<file path="src/rtl/lead_perm_pkg.sv">
// Shared constants, verdict type and position-to-base-lead map.
// Assumes the fixed six-position scan order given in the brief.
package lead_perm_pkg;
    localparam int NUM_LEADS = 3;
    localparam int NUM_POS   = 6;
    localparam int POS_W     = $clog2(NUM_POS);
    localparam int LEAD_W    = $clog2(NUM_LEADS);
    localparam int CNT_W     = $clog2(NUM_POS + 1);

    typedef enum logic [1:0] {
        POL_NONE = 2'd0,
        POL_NPN  = 2'd1,
        POL_PNP  = 2'd2
    } pol_e;

    typedef struct packed {
        logic              good;
        pol_e              pol;
        logic [POS_W-1:0]  conn;
        logic [LEAD_W-1:0] gate;
        logic [LEAD_W-1:0] cath;
    } verdict_t;

    // Lead placed on the base role by a given position.
    function automatic logic [LEAD_W-1:0] base_lead(input logic [POS_W-1:0] pos);
        case (pos)
            3'd0, 3'd1: base_lead = 2'd1;
            3'd2, 3'd3: base_lead = 2'd0;
            default:    base_lead = 2'd2;
        endcase
    endfunction
endpackage

</file>
<file path="src/rtl/perm_result_store.sv">
// Holds the NPN/PNP pass flags and a "reported" mask for each position.
// Assumes pos_i < NUM_POS when valid_i is high; freeze_i blocks updates.
module perm_result_store
    import lead_perm_pkg::*;
#(
    parameter int N = NUM_POS
) (
    input  logic                 clk,
    input  logic                 rst_n,
    input  logic                 clear_i,
    input  logic                 freeze_i,
    input  logic                 valid_i,
    input  logic [POS_W-1:0]     pos_i,
    input  logic                 npn_i,
    input  logic                 pnp_i,
    output logic [N-1:0]         npn_o,
    output logic [N-1:0]         pnp_o,
    output logic                 all_seen_o
);
    logic [N-1:0] npn_q, pnp_q, seen_q;
    logic         accept;

    // Purpose: a strobe is taken only outside clear and freeze.
    assign accept = valid_i && !clear_i && !freeze_i;

    // One flag triple per position, generated.
    for (genvar p = 0; p < N; p++) begin : g_pos
        // Purpose: clear on start, overwrite on matching strobe.
        always_ff @(posedge clk) begin
            if (!rst_n || clear_i) begin
                npn_q[p]  <= 1'b0;
                pnp_q[p]  <= 1'b0;
                seen_q[p] <= 1'b0;
            end else if (accept && (pos_i == POS_W'(p))) begin
                npn_q[p]  <= npn_i;
                pnp_q[p]  <= pnp_i;
                seen_q[p] <= 1'b1;
            end
        end
    end

    assign npn_o      = npn_q;
    assign pnp_o      = pnp_q;
    assign all_seen_o = &seen_q;


    clear_empties_chk: assert property (@(posedge clk) disable iff (!rst_n)
        clear_i |=> (seen_q == '0 && npn_q == '0 && pnp_q == '0));


    frozen_hold_chk: assert property (@(posedge clk) disable iff (!rst_n)
        (freeze_i && !clear_i) |=> ($stable(npn_q) && $stable(pnp_q) && $stable(seen_q)));


    pos_range_chk: assert property (@(posedge clk) disable iff (!rst_n)
        valid_i |-> (pos_i < POS_W'(N)));
endmodule

</file>
<file path="src/rtl/perm_pass_scan.sv">
// Summarises one polarity's pass vector: count, lowest set index, and
// whether the set is exactly an aligned pair {2k, 2k+1}. Pure logic.
module perm_pass_scan
    import lead_perm_pkg::*;
#(
    parameter int N = NUM_POS
) (
    input  logic [N-1:0]      hits_i,
    output logic [CNT_W-1:0]  cnt_o,
    output logic [POS_W-1:0]  first_o,
    output logic              pair_o
);
    localparam int NPAIR = N / 2;
    logic [NPAIR-1:0] pair_hit;

    // Purpose: population count of passing positions.
    always_comb cnt_o = CNT_W'($countones(hits_i));

    // Purpose: lowest-index passing position (0 when none).
    always_comb begin
        first_o = '0;
        for (int i = N - 1; i >= 0; i--) begin
            if (hits_i[i]) first_o = POS_W'(i);
        end
    end

    // One matcher per aligned pair.
    for (genvar k = 0; k < NPAIR; k++) begin : g_pair
        assign pair_hit[k] = (hits_i == (N'(2'b11) << (2 * k)));
    end

    assign pair_o = |pair_hit;
endmodule

</file>
<file path="src/rtl/perm_verdict_eval.sv">
// Combinational rule engine: applies the HI, LO or SCR rule to the stored
// flags and forms the verdict. Assumes flags are complete when consumed.
module perm_verdict_eval
    import lead_perm_pkg::*;
#(
    parameter int N = NUM_POS
) (
    input  logic [N-1:0] npn_i,
    input  logic [N-1:0] pnp_i,
    input  logic         drive_lo_i,
    input  logic         scr_i,
    output verdict_t     verdict_o
);
    logic [CNT_W-1:0] n_cnt, p_cnt;
    logic [POS_W-1:0] n_first, p_first;
    logic             n_pair, p_pair;

    perm_pass_scan #(.N(N)) u_npn_scan (
        .hits_i (npn_i), .cnt_o (n_cnt), .first_o (n_first), .pair_o (n_pair));

    perm_pass_scan #(.N(N)) u_pnp_scan (
        .hits_i (pnp_i), .cnt_o (p_cnt), .first_o (p_first), .pair_o (p_pair));

    // Purpose: select the rule for the captured mode and build the verdict.
    always_comb begin
        verdict_o = '0;
        if (scr_i) begin
            if (n_cnt == CNT_W'(1) && p_cnt == CNT_W'(1)
                && base_lead(n_first) != base_lead(p_first)) begin
                verdict_o.good = 1'b1;
                verdict_o.gate = base_lead(n_first);
                verdict_o.cath = base_lead(p_first);
            end
        end else if (drive_lo_i) begin
            if (n_cnt == CNT_W'(1) && p_cnt == '0) begin
                verdict_o.good = 1'b1;
                verdict_o.pol  = POL_NPN;
                verdict_o.conn = n_first;
            end else if (p_cnt == CNT_W'(1) && n_cnt == '0) begin
                verdict_o.good = 1'b1;
                verdict_o.pol  = POL_PNP;
                verdict_o.conn = p_first;
            end
        end else begin
            if (n_pair && p_cnt == '0) begin
                verdict_o.good = 1'b1;
                verdict_o.pol  = POL_NPN;
                verdict_o.conn = n_first;
            end else if (p_pair && n_cnt == '0) begin
                verdict_o.good = 1'b1;
                verdict_o.pol  = POL_PNP;
                verdict_o.conn = p_first;
            end
        end
    end
endmodule

</file>
<file path="src/rtl/lead_perm_judge.sv">
// Top: captures mode at start, collects six position results, then
// latches and holds one verdict until the next start.
// Assumes res_pos_i is 0..5 whenever res_valid_i is high.
module lead_perm_judge
    import lead_perm_pkg::*;
(
    input  logic        clk,
    input  logic        rst_n,
    input  logic        start_i,
    input  logic        drive_lo_i,
    input  logic        scr_mode_i,
    input  logic        res_valid_i,
    input  logic [2:0]  res_pos_i,
    input  logic        res_npn_i,
    input  logic        res_pnp_i,
    output logic        done_o,
    output logic        good_o,
    output logic [1:0]  polarity_o,
    output logic [2:0]  conn_pos_o,
    output logic [1:0]  gate_lead_o,
    output logic [1:0]  cathode_lead_o
);
    logic [NUM_POS-1:0] npn_flags, pnp_flags;
    logic               all_seen;
    logic               done_q, lo_q, scr_q;
    verdict_t           rule_v, held_q;

    perm_result_store #(.N(NUM_POS)) u_store (
        .clk        (clk),
        .rst_n      (rst_n),
        .clear_i    (start_i),
        .freeze_i   (done_q),
        .valid_i    (res_valid_i),
        .pos_i      (res_pos_i),
        .npn_i      (res_npn_i),
        .pnp_i      (res_pnp_i),
        .npn_o      (npn_flags),
        .pnp_o      (pnp_flags),
        .all_seen_o (all_seen)
    );

    perm_verdict_eval #(.N(NUM_POS)) u_eval (
        .npn_i      (npn_flags),
        .pnp_i      (pnp_flags),
        .drive_lo_i (lo_q),
        .scr_i      (scr_q),
        .verdict_o  (rule_v)
    );

    // Purpose: capture the scan mode on each start pulse.
    always_ff @(posedge clk) begin
        if (!rst_n) begin
            lo_q  <= 1'b0;
            scr_q <= 1'b0;
        end else if (start_i) begin
            lo_q  <= drive_lo_i;
            scr_q <= scr_mode_i;
        end
    end

    // Purpose: latch the verdict once when the result set is complete.
    always_ff @(posedge clk) begin
        if (!rst_n || start_i) begin
            done_q <= 1'b0;
            held_q <= '0;
        end else if (all_seen && !done_q) begin
            done_q <= 1'b1;
            held_q <= rule_v;
        end
    end

    assign done_o         = done_q;
    assign good_o         = held_q.good;
    assign polarity_o     = held_q.pol;
    assign conn_pos_o     = held_q.conn;
    assign gate_lead_o    = held_q.gate;
    assign cathode_lead_o = held_q.cath;


    done_after_full_chk: assert property (@(posedge clk) disable iff (!rst_n)
        $rose(done_o) |-> $past(all_seen));


    bad_outputs_zero_chk: assert property (@(posedge clk) disable iff (!rst_n)
        !good_o |-> (polarity_o == 2'd0 && conn_pos_o == 3'd0
                     && gate_lead_o == 2'd0 && cathode_lead_o == 2'd0));


    scr_leads_differ_chk: assert property (@(posedge clk) disable iff (!rst_n)
        (good_o && polarity_o == 2'd0) |-> (gate_lead_o != cathode_lead_o));


    transistor_no_leads_chk: assert property (@(posedge clk) disable iff (!rst_n)
        (good_o && polarity_o != 2'd0) |-> (gate_lead_o == 2'd0 && cathode_lead_o == 2'd0
                                             && polarity_o != 2'd3));


    verdict_hold_chk: assert property (@(posedge clk) disable iff (!rst_n)
        (done_o && !start_i) |=> (done_o && $stable(good_o) && $stable(polarity_o)
                                  && $stable(conn_pos_o) && $stable(gate_lead_o)
                                  && $stable(cathode_lead_o)));


    start_clears_chk: assert property (@(posedge clk) disable iff (!rst_n)
        start_i |=> (!done_o && !good_o));
endmodule

</file>
<file path="config.mk">
export PLATFORM = sky130hd
export DESIGN_NAME = lead_perm_judge
export DESIGN_NICKNAME = d
export VERILOG_FILES = /design/src/rtl/lead_perm_pkg.sv /design/src/rtl/perm_result_store.sv /design/src/rtl/perm_pass_scan.sv /design/src/rtl/perm_verdict_eval.sv /design/src/rtl/lead_perm_judge.sv
export SDC_FILE = /design/constraint.sdc
export NUM_CORES = 1
export LEC_CHECK = 0
export ABC_AREA = 1
export BUFFER_PORTS_ARGS = -buffer_cell sky130_fd_sc_hd__buf_2
export CAP_MARGIN = 25
export CELL_PAD_IN_SITES_DETAIL_PLACEMENT = 1
export CELL_PAD_IN_SITES_GLOBAL_PLACEMENT = 2
export CORE_AREA = 2 2 95 97
export DETAILED_ROUTE_END_ITERATION = 16
export DIE_AREA = 0 0 97 99
export HOLD_SLACK_MARGIN = 0.1
export PLACE_DENSITY = 0.71
export SLEW_MARGIN = 20
export SYNTH_ARGS = -nofsm -noshare
export SYNTH_HDL_FRONTEND = slang
export SYNTH_HIERARCHICAL = 1
export SYNTH_SLANG_ARGS = --single-unit
</file>
<file path="constraint.sdc">
create_clock -name clk -period 5.2 [get_ports clk]
set_clock_uncertainty 0.15 [all_clocks]
set_input_delay 1.04 -clock clk [delete_from_list [all_inputs] [get_ports clk]]
set_output_delay 1.04 -clock clk [all_outputs]
set_load 0.1 [all_outputs]
</file>
==> flow_summary.toml <==
[run_status]
outcome = "completed"

[detailed_routing]
wl_met1_um = 2739
vias = 1996
firstDrtPassIters = 4
top_layer_used = "met4"
wirelength_um = 5400
ant_nets = 0
wire_per_inst_um = 11.74
drc = 0
wl_met2_um = 2495
wl_met3_um = 101
viasPerCell = 4.339
drtIter0Drc = 40

[setup_path]
critPathBufInv = 3
crit_path_start = "u_store/pnp_o[0]$_SDFFE_PP0P_"
path_class = "reg2reg"
reg2reg_from = "u_store/pnp_o[0]$_SDFFE_PP0P_"
slowest_stage = "fa_1"
crit_path_end_kind = "flop"
path_cells = "inv_1 > fa_1 > fa_1 > inv_1 > ha_1 > fa_1 > nor2_4 > nand3_1 > nand3_1 > nand2_1 > nand2_1 > nor2_1 > inv_1 > nand3_1 > nand2_1 > nor2_1"
cp_max_fo = 6
cp.required_ns = 5.23
cp_slowest_stage_delay_ns = 0.50
crit_family = "adder cells"
cp-start-kind = "flop"
arrival_ns = 3.53

[yosys]
synth_top_area_share_pct = 29.77
ys_top_cells_by_count = "86 x nor2_1, 58 x nand2_1, 52 x inv_1"
postSynthAreaPerCell_sq_um = 6.394
yosysTopAreaCell = "dfxtp_1"
synth_top_family_by_area = "simple AND/OR/NAND/NOR gates"
synth_xor_area_share_pct = 0.4202
async_flop_share_pct = 0
synth-edff-count = 0
synth_mux_area_share_pct = 0
synth_compound_area_share_pct = 2.761
synth_most_common_cell = "nor2_1"
yosys.area_share.simple_pct = 46.34
synth.cell_area_sq_um = 2084
synthAdderAreaFrac_pct = 9.364
yosysUniqueCellTypes = 22
ys_warn_count = 6
ys_ff_latch = 31
synthCells = 326
synthFlopType = "dfxtp_1"
synth.area.top_cells = "dfxtp_1 30%, nor2_1 15%, nand2_1 10%"
synth_nets = 349
seq_area_frac_synth_pct = 29.77

[global_routing]
antenna_found_initial = 0
gr-total-overflow = 0
grt_pass1_vias = 2069
grt_max_degree = 13
grtUsageTotal_pct = 12.32
grt_pass1_wl_um = 9646

[floorplan]
die_area_sq_um = 9603
start_util_pct = 24.38
coreArea_sq_um = 8551
die_w_um = 97
die_y_um = 99
row_count = 34
pin_count = 22

[sta]
max_slew_margin_pct = 41.75
worst_pin_slew_ns = 0.8705
slew_violations = 0
finalHoldViolations = 0
finalCriticalPeriod_ns = 3.502
setup_violations = 0
holdWs_ns = 0.3257
grt_setup_unrepaired = "false"
setup_tns_ns = 0
timing.final.crit_share_pct = 67.35
fmax_mhz = 285.5
fin_ws_ns = 1.698

[clock_network]
tritoncts = "built"
cts_resized = 0
cts_buffers = 5
clk_pin_slew_worst_paths_ns = 0.07
cts.path.max_buffers = 2
worstSkewPairLatency_ns = 0.28
h-tree-depth = 2
cts_setup_buffers = 0
clock-root-buffer = "clkbuf_8"
ctsHoldBuffers = 0
cts.sinks = 31

[cells_and_area]
antenna_cells = 0
nets = 374
syn_to_final_growth_pct = 15.91
drive_gt1_share_pct = 15.06
nFillCells = 1106

[min_path]
hold_path_class = "reg2reg"
hp-start = "u_store/seen_q[4]$_SDFFE_PP0P_"

[place]
gp_congestion = 0.7282
preCtsSetupSlack_ns = 1.671
port-buffer-count = 21
dp_hpwl_um = 4455

[power]
leakage_nw = 1.046
power.density_nw_per_um2 = 223.2
vdd_drop_max_v = 0.00009739

[run]
maxCapViolCount = 0
[final timing paths]
| kind | slack (ns) | cells after the start | end |
|---|---|---|---|
| max | 1.70 | 16 | conn_pos_o[1]$_SDFFE_PP0P_ |
| min | 0.33 | 2 | u_store/seen_q[4]$_SDFFE_PP0P_ |
| max reg2reg | 1.70 | 16 | conn_pos_o[1]$_SDFFE_PP0P_ |
| min reg2reg | 0.33 | 2 | u_store/seen_q[4]$_SDFFE_PP0P_ |
[worst min-delay path: stages (launching register included)]
cell and delay (ns):
dfxtp_1 0.33, nor2_1 0.05, nor2_1 0.07
[report_power, final]
group | total, W | switching [W] | internal (W)
sequential | 0.000243 | 0.00000333 | 0.000240
combinational | 0.0000517 | 0.0000345 | 0.0000172
clock | 0.000245 | 0.0000897 | 0.000155
total | 0.000539 | 0.000128 | 0.000412
[cell families (layout without fill, tap and decap cells)]
| logic type | count (synthesis) | after routing |
|---|---|---|
| simple gates | 212 | 212 |
| buf+inv | 59 | 85 |
| flops | 31 | 31 |
| fa+ha+maj | 12 | 12 |
| compound gates | 11 | 11 |
| xor+xnor | 1 | 1 |
[metrics by stage]
step | utilization (%) | total power [W] | area (sq um) | instances
2_1_floorplan | - | 0.0002850 | 2085 | 326
3_3_place_gp | 26.88 | 0.0003006 | 2298 | 452
3_5_place_dp | 26.88 | 0.0003009 | 2298 | 452
4_1_cts | 28.26 | 0.0005519 | 2416 | 460
5_1_grt | 28.26 | 0.0005703 | 2416 | 460
6_report | 28.26 | 0.0005393 | 2416 | 460
[final cells by class]
type | instances | area, sq um | area share (%)
Clock buffer | 6 | 82.58 | 3.418
Sequential cell | 31 | 620.6 | 25.69
Inverter | 56 | 210.2 | 8.700
Clock inverter | 2 | 35.03 | 1.450
Tap cell | 108 | 135.1 | 5.593
Multi-Input combinational cell | 236 | 1227 | 50.80
Timing Repair Buffer | 21 | 105.1 | 4.350
[sequential cells by signal, indices dropped and copies added (netlist names)]
name	cells
u_store/npn_o	6
u_store/pnp_o	6
u_store/seen_q	6
conn_pos_o	3
cathode_lead_o	2
gate_lead_o	2
polarity_o	2
done_o	1
good_o	1
lo_q	1
scr_q	1
[metal layers]
layer	track usage, %	vias to the layer above
li1	-	1050
met1	16.06	927
met2	20.99	14
met3	2.128	5
met4	3.575	0
met5	0	-
[cell usage in the layout (no fill, tap or decap), types with 9 or more instances in the layout]
master,n
nor2_1,86
nand2_1,58
inv_1,52
nand3_1,36
dfxtp_1,31
buf_2,21
nand4_1,9
No activity file was read; power rests on OpenSTA's default activity.
